$ cat src/rtl/stack_regfile.sv
module stack_regfile #(
  parameter int W  = 80,
  parameter int N  = 8,
  parameter int MW = 64
) (
  input  logic                 clk,
  input  logic                 rst_n,
  input  logic [2:0]           op,
  input  logic [$clog2(N)-1:0] idx,
  input  logic [W-1:0]         push_data,
  input  logic                 push_special,
  input  logic [$clog2(N)-1:0] rd_idx,
  output logic [W-1:0]         rd_data,
  output logic [1:0]           rd_tag,
  input  logic                 mm_wr_en,
  input  logic [$clog2(N)-1:0] mm_widx,
  input  logic [MW-1:0]        mm_wdata,
  input  logic [$clog2(N)-1:0] mm_idx,
  output logic [MW-1:0]        mm_rdata,
  output logic [$clog2(N)-1:0] top_o,
  output logic [2*N-1:0]       tags_o,
  output logic                 ovf,
  output logic                 unf
);
  localparam int AW = $clog2(N);
  localparam logic [1:0] T_VALID = 2'b00, T_ZERO = 2'b01, T_SPEC = 2'b10, T_EMPTY = 2'b11;
  localparam logic [2:0] OP_PUSH = 3'd1, OP_POP = 3'd2, OP_XCHG = 3'd3, OP_PROBE = 3'd4, OP_CLR = 3'd5;

  logic [W-1:0]  mem [N];
  logic [1:0]    tag [N];
  logic [AW-1:0] top;

  wire [AW-1:0] dn    = top - 1'b1;
  wire [AW-1:0] up    = top + 1'b1;
  wire [AW-1:0] slot  = top + idx;
  wire [AW-1:0] rslot = top + rd_idx;
  wire [1:0] push_tag = push_special ? T_SPEC :
                        (push_data[W-2:0] == '0) ? T_ZERO : T_VALID;

  assign rd_data  = mem[rslot];
  assign rd_tag   = tag[rslot];
  assign mm_rdata = mem[mm_idx][MW-1:0];
  assign top_o    = top;

  for (genvar e = 0; e < N; e++) begin : g_tags
    assign tags_o[2*e +: 2] = tag[e];
  end

  always_ff @(posedge clk) begin
    if (!rst_n) begin
      top <= '0;
      ovf <= 1'b0;
      unf <= 1'b0;
      for (int e = 0; e < N; e++) begin
        mem[e] <= '0;
        tag[e] <= T_EMPTY;
      end
    end else begin
      ovf <= 1'b0;
      unf <= 1'b0;
      if (mm_wr_en) begin
        mem[mm_widx] <= {{(W-MW){1'b1}}, mm_wdata};
        top <= '0;
        for (int e = 0; e < N; e++) tag[e] <= T_VALID;
      end else begin
        case (op)
          OP_PUSH:
            if (tag[dn] != T_EMPTY) ovf <= 1'b1;
            else begin
              mem[dn] <= push_data;
              tag[dn] <= push_tag;
              top     <= dn;
            end
          OP_POP:
            if (tag[top] == T_EMPTY) unf <= 1'b1;
            else begin
              tag[top] <= T_EMPTY;
              top      <= up;
            end
          OP_XCHG:
            if (tag[top] == T_EMPTY || tag[slot] == T_EMPTY) unf <= 1'b1;
            else begin
              mem[top]  <= mem[slot];
              mem[slot] <= mem[top];
              tag[top]  <= tag[slot];
              tag[slot] <= tag[top];
            end
          OP_PROBE:
            if (tag[slot] == T_EMPTY) unf <= 1'b1;
          OP_CLR:
            for (int e = 0; e < N; e++) tag[e] <= T_EMPTY;
          default: ;
        endcase
      end
    end
  end
endmodule


$ cat config.mk
export PLATFORM = sky130hd
export DESIGN_NAME = stack_regfile
export DESIGN_NICKNAME = d
export VERILOG_FILES = /design/src/rtl/stack_regfile.sv
export SDC_FILE = /design/constraint.sdc
export NUM_CORES = 2
export LEC_CHECK = 0
export ABC_AREA = 0
export BUFFER_PORTS_ARGS = -buffer_cell sky130_fd_sc_hd__buf_2
export CELL_PAD_IN_SITES_DETAIL_PLACEMENT = 0
export CELL_PAD_IN_SITES_GLOBAL_PLACEMENT = 1
export CORE_MARGIN = 4
export CORE_UTILIZATION = 45
export CTS_CLUSTER_DIAMETER = 40
export DETAILED_ROUTE_END_ITERATION = 12
export PLACE_DENSITY_LB_ADDON = 0.1
export SKIP_LAST_GASP = 1
export SLEW_MARGIN = 40
export SYNTH_ARGS = -nofsm -noshare
export SYNTH_HDL_FRONTEND = slang
export SYNTH_SLANG_ARGS = --single-unit
export TNS_END_PERCENT = 50
$ cat constraint.sdc
create_clock -name clk -period 11 [get_ports clk]
set_clock_uncertainty 0.2 [all_clocks]
set_input_delay 1.65 -clock clk [delete_from_list [all_inputs] [get_ports clk]]
set_output_delay 1.65 -clock clk [all_outputs]
set_load 0.005 [all_outputs]
=== After elaboration in Yosys (flattened, before gate mapping) ===
Memory sizes are Yosys's and may differ from the RTL's. A register that Yosys moved wholly into a read port is not among the register bits.
Cells that the tools add are included.

* Muxes and demuxes: 75
* $add $sub $neg: 4
* Eq/ne operators: 10
* Reduce and logical (&&, ||, !) cells: 13
* Bitwise operators: 19

{| class="wikitable"
|+ Operators with widths
! kind !! count
|-
| 80-bit two-way mux || 4
|-
| 80-bit OR reduction || 4
|-
| 79-bit logical NOT || 1
|-
| 2-bit two-way mux || 21
|-
| 3-bit two-way mux || 13
|-
| 1-bit two-way mux || 35
|-
| 1-bit OR || 17
|-
| 2-bit OR reduction || 4
|-
| 3-bit adder || 2
|-
| 3-bit by 2-bit equality test with 1-bit output (second input constant) || 2
|-
| 3-bit equality test (second input constant) || 2
|-
| 2-bit != test (second input constant) || 3
|-
| 3-bit case mux with 2 select lines || 1
|-
| 2-bit equality test (second input constant) || 2
|-
| 3-bit by 1-bit adder with 3-bit output (second input constant) || 1
|-
| 3-bit by 1-bit equality test with 1-bit output (second input constant) || 1
|-
| 1-bit case mux with 3 select lines || 1
|-
| 3-bit AND reduction || 1
|-
| 3-bit OR reduction || 1
|-
| 3-bit by 1-bit subtractor with 3-bit output (second input constant) || 1
|-
| 1-bit inverter || 2
|-
| 2-bit nonzero test || 1
|-
| 1-bit logical OR || 1
|}

* Memories kept: 2
* Output and inout bits: 167
* Flip-flop bits (word level): 5
* Bits of input ports: 163
* RAM bits: 656

{| class="wikitable"
|+ Memories
! memory !! words !! width !! rd ports !! clocked after memory_dff !! write ports !! line !! RTL
|-
| mem || 8 || 80 || 4 || 1 || 8 || 29 || <nowiki>logic [W-1:0] mem [N];</nowiki>
|-
| tag || 8 || 2 || 12 || 1 || 8 || 30 || <nowiki>logic [1:0] tag [N];</nowiki>
|}

=== Longest topological paths before layout ===
An unclocked memory read counts as a cell.

* Depth in word-level cells: 12
* Depth in mapped cells: 15
* Mapped depth without buffers: 9

=== Worst setup path after synthesis ===
OpenSTA, ideal clock, no wires.

* Kind: input to register
* Start point: input port idx[0]
* End point: memory mem[2][0] (enable)
* Slack: 2.616 ns
* Stages: 10
* Data arrival time: 7.644 ns
* Setup time: 0.540 ns
* Cells stage by stage: ha_1 fa_1 buf_2 mux4_2 and3_1 nor3_4 nand2_1 o221a_1 buf_6 o211ai_1

{| class="wikitable"
|+ RTL lines
! item !! line !! RTL
|-
| start, declared || 9 || <nowiki>input logic [$clog2(N)-1:0] idx,</nowiki>
|-
| end, declared || 29 ||
|}

=== Worst setup path in the final report ===
* Start point: input port rd_idx[0]
* End point: output port rd_data[39]

* Longest elaborated chain between the ends: 2

{| class="wikitable"
|+ RTL lines
! item !! line !! RTL
|-
| start, declared || 12 || <nowiki>input logic [$clog2(N)-1:0] rd_idx,</nowiki>
|-
| 3-bit adder || 36 || <nowiki>wire [AW-1:0] rslot = top + rd_idx;</nowiki>
|-
| memory read 8 x 80 bit || n/a ||
|-
| end, declared || 13 || <nowiki>output logic [W-1:0] rd_data,</nowiki>
|}

No other way between the ends.

==> results_dict.tcl <==
set metrics [dict create \
    status "finished, final reports clean" \
    hold_violations 0 \
    synthToLayoutAreaGrowth_pct 15.5 \
    first_pass_iters 6 \
    synth.yosys.seq_area_share_pct 43.1 \
    maxSlewViolCount 0 \
    peakVddDrop_v 0.000125 \
    grt_pass1_wl_um 279000 \
    worst_slew_pin_slew_ns 0.949 \
    hold_start "top_o[1]$_SDFFE_PP0P_" \
    ys_warn_count 0 \
    synthesis.nets 3357 \
    grt_pass1_vias 38866 \
    hpwl_um 107000 \
    async_reset_ff_share_pct 0 \
    final_cells 4826 \
    syn_inst 3188 \
    rr_worst_depth 14 \
    critical_path_class "input port to output port" \
    cts.htree.levels 3 \
    p_per_area_nw_per_um2 154 \
    die-area_um2 108000 \
    rsz0062_at_grt "no" \
    gp_congestion 0.864 \
    setup_tns_ns 0 \
    clk_latency_ns 0.70 \
    grt.total_usage_pct 35.7 \
    r2r-end "mem[0][52]$_DFFE_PP_" \
    rrSetupSlack_ns 4.74 \
    cts_tree "built" \
    ys_top_cells_by_area "edfxtp_1 43%, mux4_2 23%, o2bb2ai_1 12%" \
    syn_area_um2 46100 \
    reg2reg_from "top_o[0]$_SDFFE_PP0P_" \
    die_width_um 328 \
    routed_wirelength_um 197000 \
    routed-via-count 37760 \
    synth.distinct_cells 60 \
    row_count 117 \
    start_kind "input port" \
    arrival_ns 5.13 \
    max_slew_margin_pct 36.7 \
    avgSynthCellArea_um2 14.4 \
    routedWlPerCell_um 40.8 \
    synth_top_area_cell "edfxtp_1" \
    initial_core_util_pct 45.3 \
    antenna_left 0 \
    grt_max_degree 82 \
    viasPerCell 7.82 \
    drt_iter0_markers 5033 \
    drc 0 \
    clk_pin_slew_worst_paths_ns 0.05 \
    cap_violations 0 \
    hp-class "flop to flop" \
    clock-sinks 664 \
    nets 3529 \
    cts_buffers 118 \
    cts_setup_buffers 0 \
    clockBufferDepth 3 \
    die_h_um 328 \
    io_pins 330 \
    period_needed_ns 6.98 \
    ys_ff_latch 664 \
    max_freq_mhz 143 \
    root_buffer "clkbuf_16" \
    synth_top_area_share_pct 42.8 \
    postCtsResizedCells 0 \
    crit_required_ns 9.15 \
    post-place-cells 4603 \
    synth_edf_count 656 \
    diodes 0 \
    antenna_found_initial 4 \
    finalSetupViolations 0 \
    critical_path_peak_fanout 56 \
    cts_hold_buf 0 \
    p_leak_nw 17.4 \
    overflow 0 \
    endpoint_kind "output port" \
    hold_depth 2 \
    io_buffers 329 \
    finalCritPeriodShare_pct 63.4 \
    core_um2 102000 \
    synth-main-ff-cell "edfxtp_1" \
    drive_gt1_share_pct 38.5 \
]
==> synthesized netlist by cell type, types with 5 or more instances <==
cell and number:
edfxtp_1 656, o2bb2ai_1 640, mux4_2 462, clkbuf_1 214, a22oi_1 188, mux2i_1 149
mux2_2 148, buf_2 72, nand2_1 67, a221oi_1 65, a22o_1 64, buf_1 55
o21ai_1 48, a31o_2 46, nand3_1 32, a31oi_1 31, buf_6 27, nor2_1 27
nor4_1 24, o21bai_1 23, o32a_1 15, a21oi_1 13, nand2b_1 10, o211ai_1 10
dfxtp_1 8, inv_1 7, o21ai_0 6, nand4_1 5, nor3_1 5, o22a_1 5
==> kinds of logic (layout without fill, tap and decap cells) <==
kind of cell / count (synthesis) / in the layout / synth area share [%]
buffers and inverters: 379 / 649 / 3.76
AND/OR/NAND/NOR: 196 / 196 / 2.17
flip-flops: 664 / 664 / 43.1
multiplexers: 759 / 759 / 29.5
XOR/XNOR: 6 / 6 / 0.179
adder cells (fa/ha/maj): 6 / 6 / 0.196
AO/OA/AOI/OAI: 1178 / 1178 / 21.1
==> registers in the layout, indices dropped and copies added (netlist names), named ones only <==
| signal | cells |
|---|---|
| mem | 640 |
| tag | 16 |
| unf | 1 |
| ovf | 1 |
| top_o | 3 |
==> area by class of cell <==
| cell class | count | area (um2) |
|---|---|---|
| tap | 1368 | 1710 |
| multi-input combinational | 2145 | 24800 |
| clock inverter | 89 | 1130 |
| timing repair buffer | 424 | 2710 |
| inverter | 7 | 26.3 |
| fill | 8430 | 48500 |
| sequential | 664 | 19900 |
| clock buffer | 129 | 3020 |
==> placed cells by master, fill, tap and decap left out, types with 31 or more instances in the layout <==
cell type | synthesis | layout
a221oi_1 | 65 | 65
mux2i_1 | 149 | 145
mux4_2 | 462 | 462
nand2_1 | 67 | 58
a22o_1 | 64 | 64
a22oi_1 | 188 | 188
a31o_2 | 46 | 46
a31oi_1 | 31 | 31
o2bb2ai_1 | 640 | 640
buf_4 | 3 | 55
clkbuf_16 | 0 | 119
buf_2 | 72 | 326
edfxtp_1 | 656 | 656
o21ai_1 | 48 | 46
mux2_2 | 148 | 148
nand3_1 | 32 | 32
==> report_power, final <==
group | switching [mW] | internal, mW
Sequential | 0.129 | 2.92
Clock | 1.39 | 2.46
Combinational | 0.759 | 0.529
Total | 2.28 | 5.91
==> critical path: stages <==
cell and delay [ns]:
buf_2 0.11, ha_4 0.15, fa_4 0.42, xor2_1 0.25
xnor2_2 0.14, buf_4 0.68, buf_6 0.67, mux4_2 0.41
mux2_2 0.35, buf_2 0.16
==> routing by layer <==
layer / vias up / track usage (%) / wire length (um)
met5: - / 0 / 7
met4: 2 / 20.2 / 12200
met3: 747 / 7.83 / 22800
met2: 3124 / 57.1 / 91700
met1: 19307 / 45.2 / 70100
li1: 14580 / - / -
==> worst max path at each step <==
stage / start / endpoint / cells past startpoint / slack (ns)
floorplan: idx[0] / mem[2][0]$_DFFE_PP_ / 10 / 2.62
global placement: idx[0] / mem[4][67]$_DFFE_PP_ / 11 / 3.23
detailed placement: idx[0] / mem[0][49]$_DFFE_PP_ / 13 / 3.64
CTS: rd_idx[0] / rd_data[5] / 10 / 4.08
global route: rd_idx[0] / rd_data[26] / 10 / 3.96
finish: rd_idx[0] / rd_data[39] / 10 / 4.02
==> through the flow <==
step           worst slack (ns)  util, %  area (um2)  total power, mW  hold slack, ns
2_1_floorplan              2.62        -       46100             3.83           0.436
3_3_place_gp               3.23     47.8       48700             4.32           0.526
3_5_place_dp               3.64     48.1       48900             4.35           0.530
4_1_cts                    4.08     52.2       53100             8.18           0.545
5_1_grt                    3.96     52.3       53200             8.39           0.613
6_report                   4.02     52.3       53200             8.19           0.548
No activity file was read; power rests on OpenSTA's default activity.
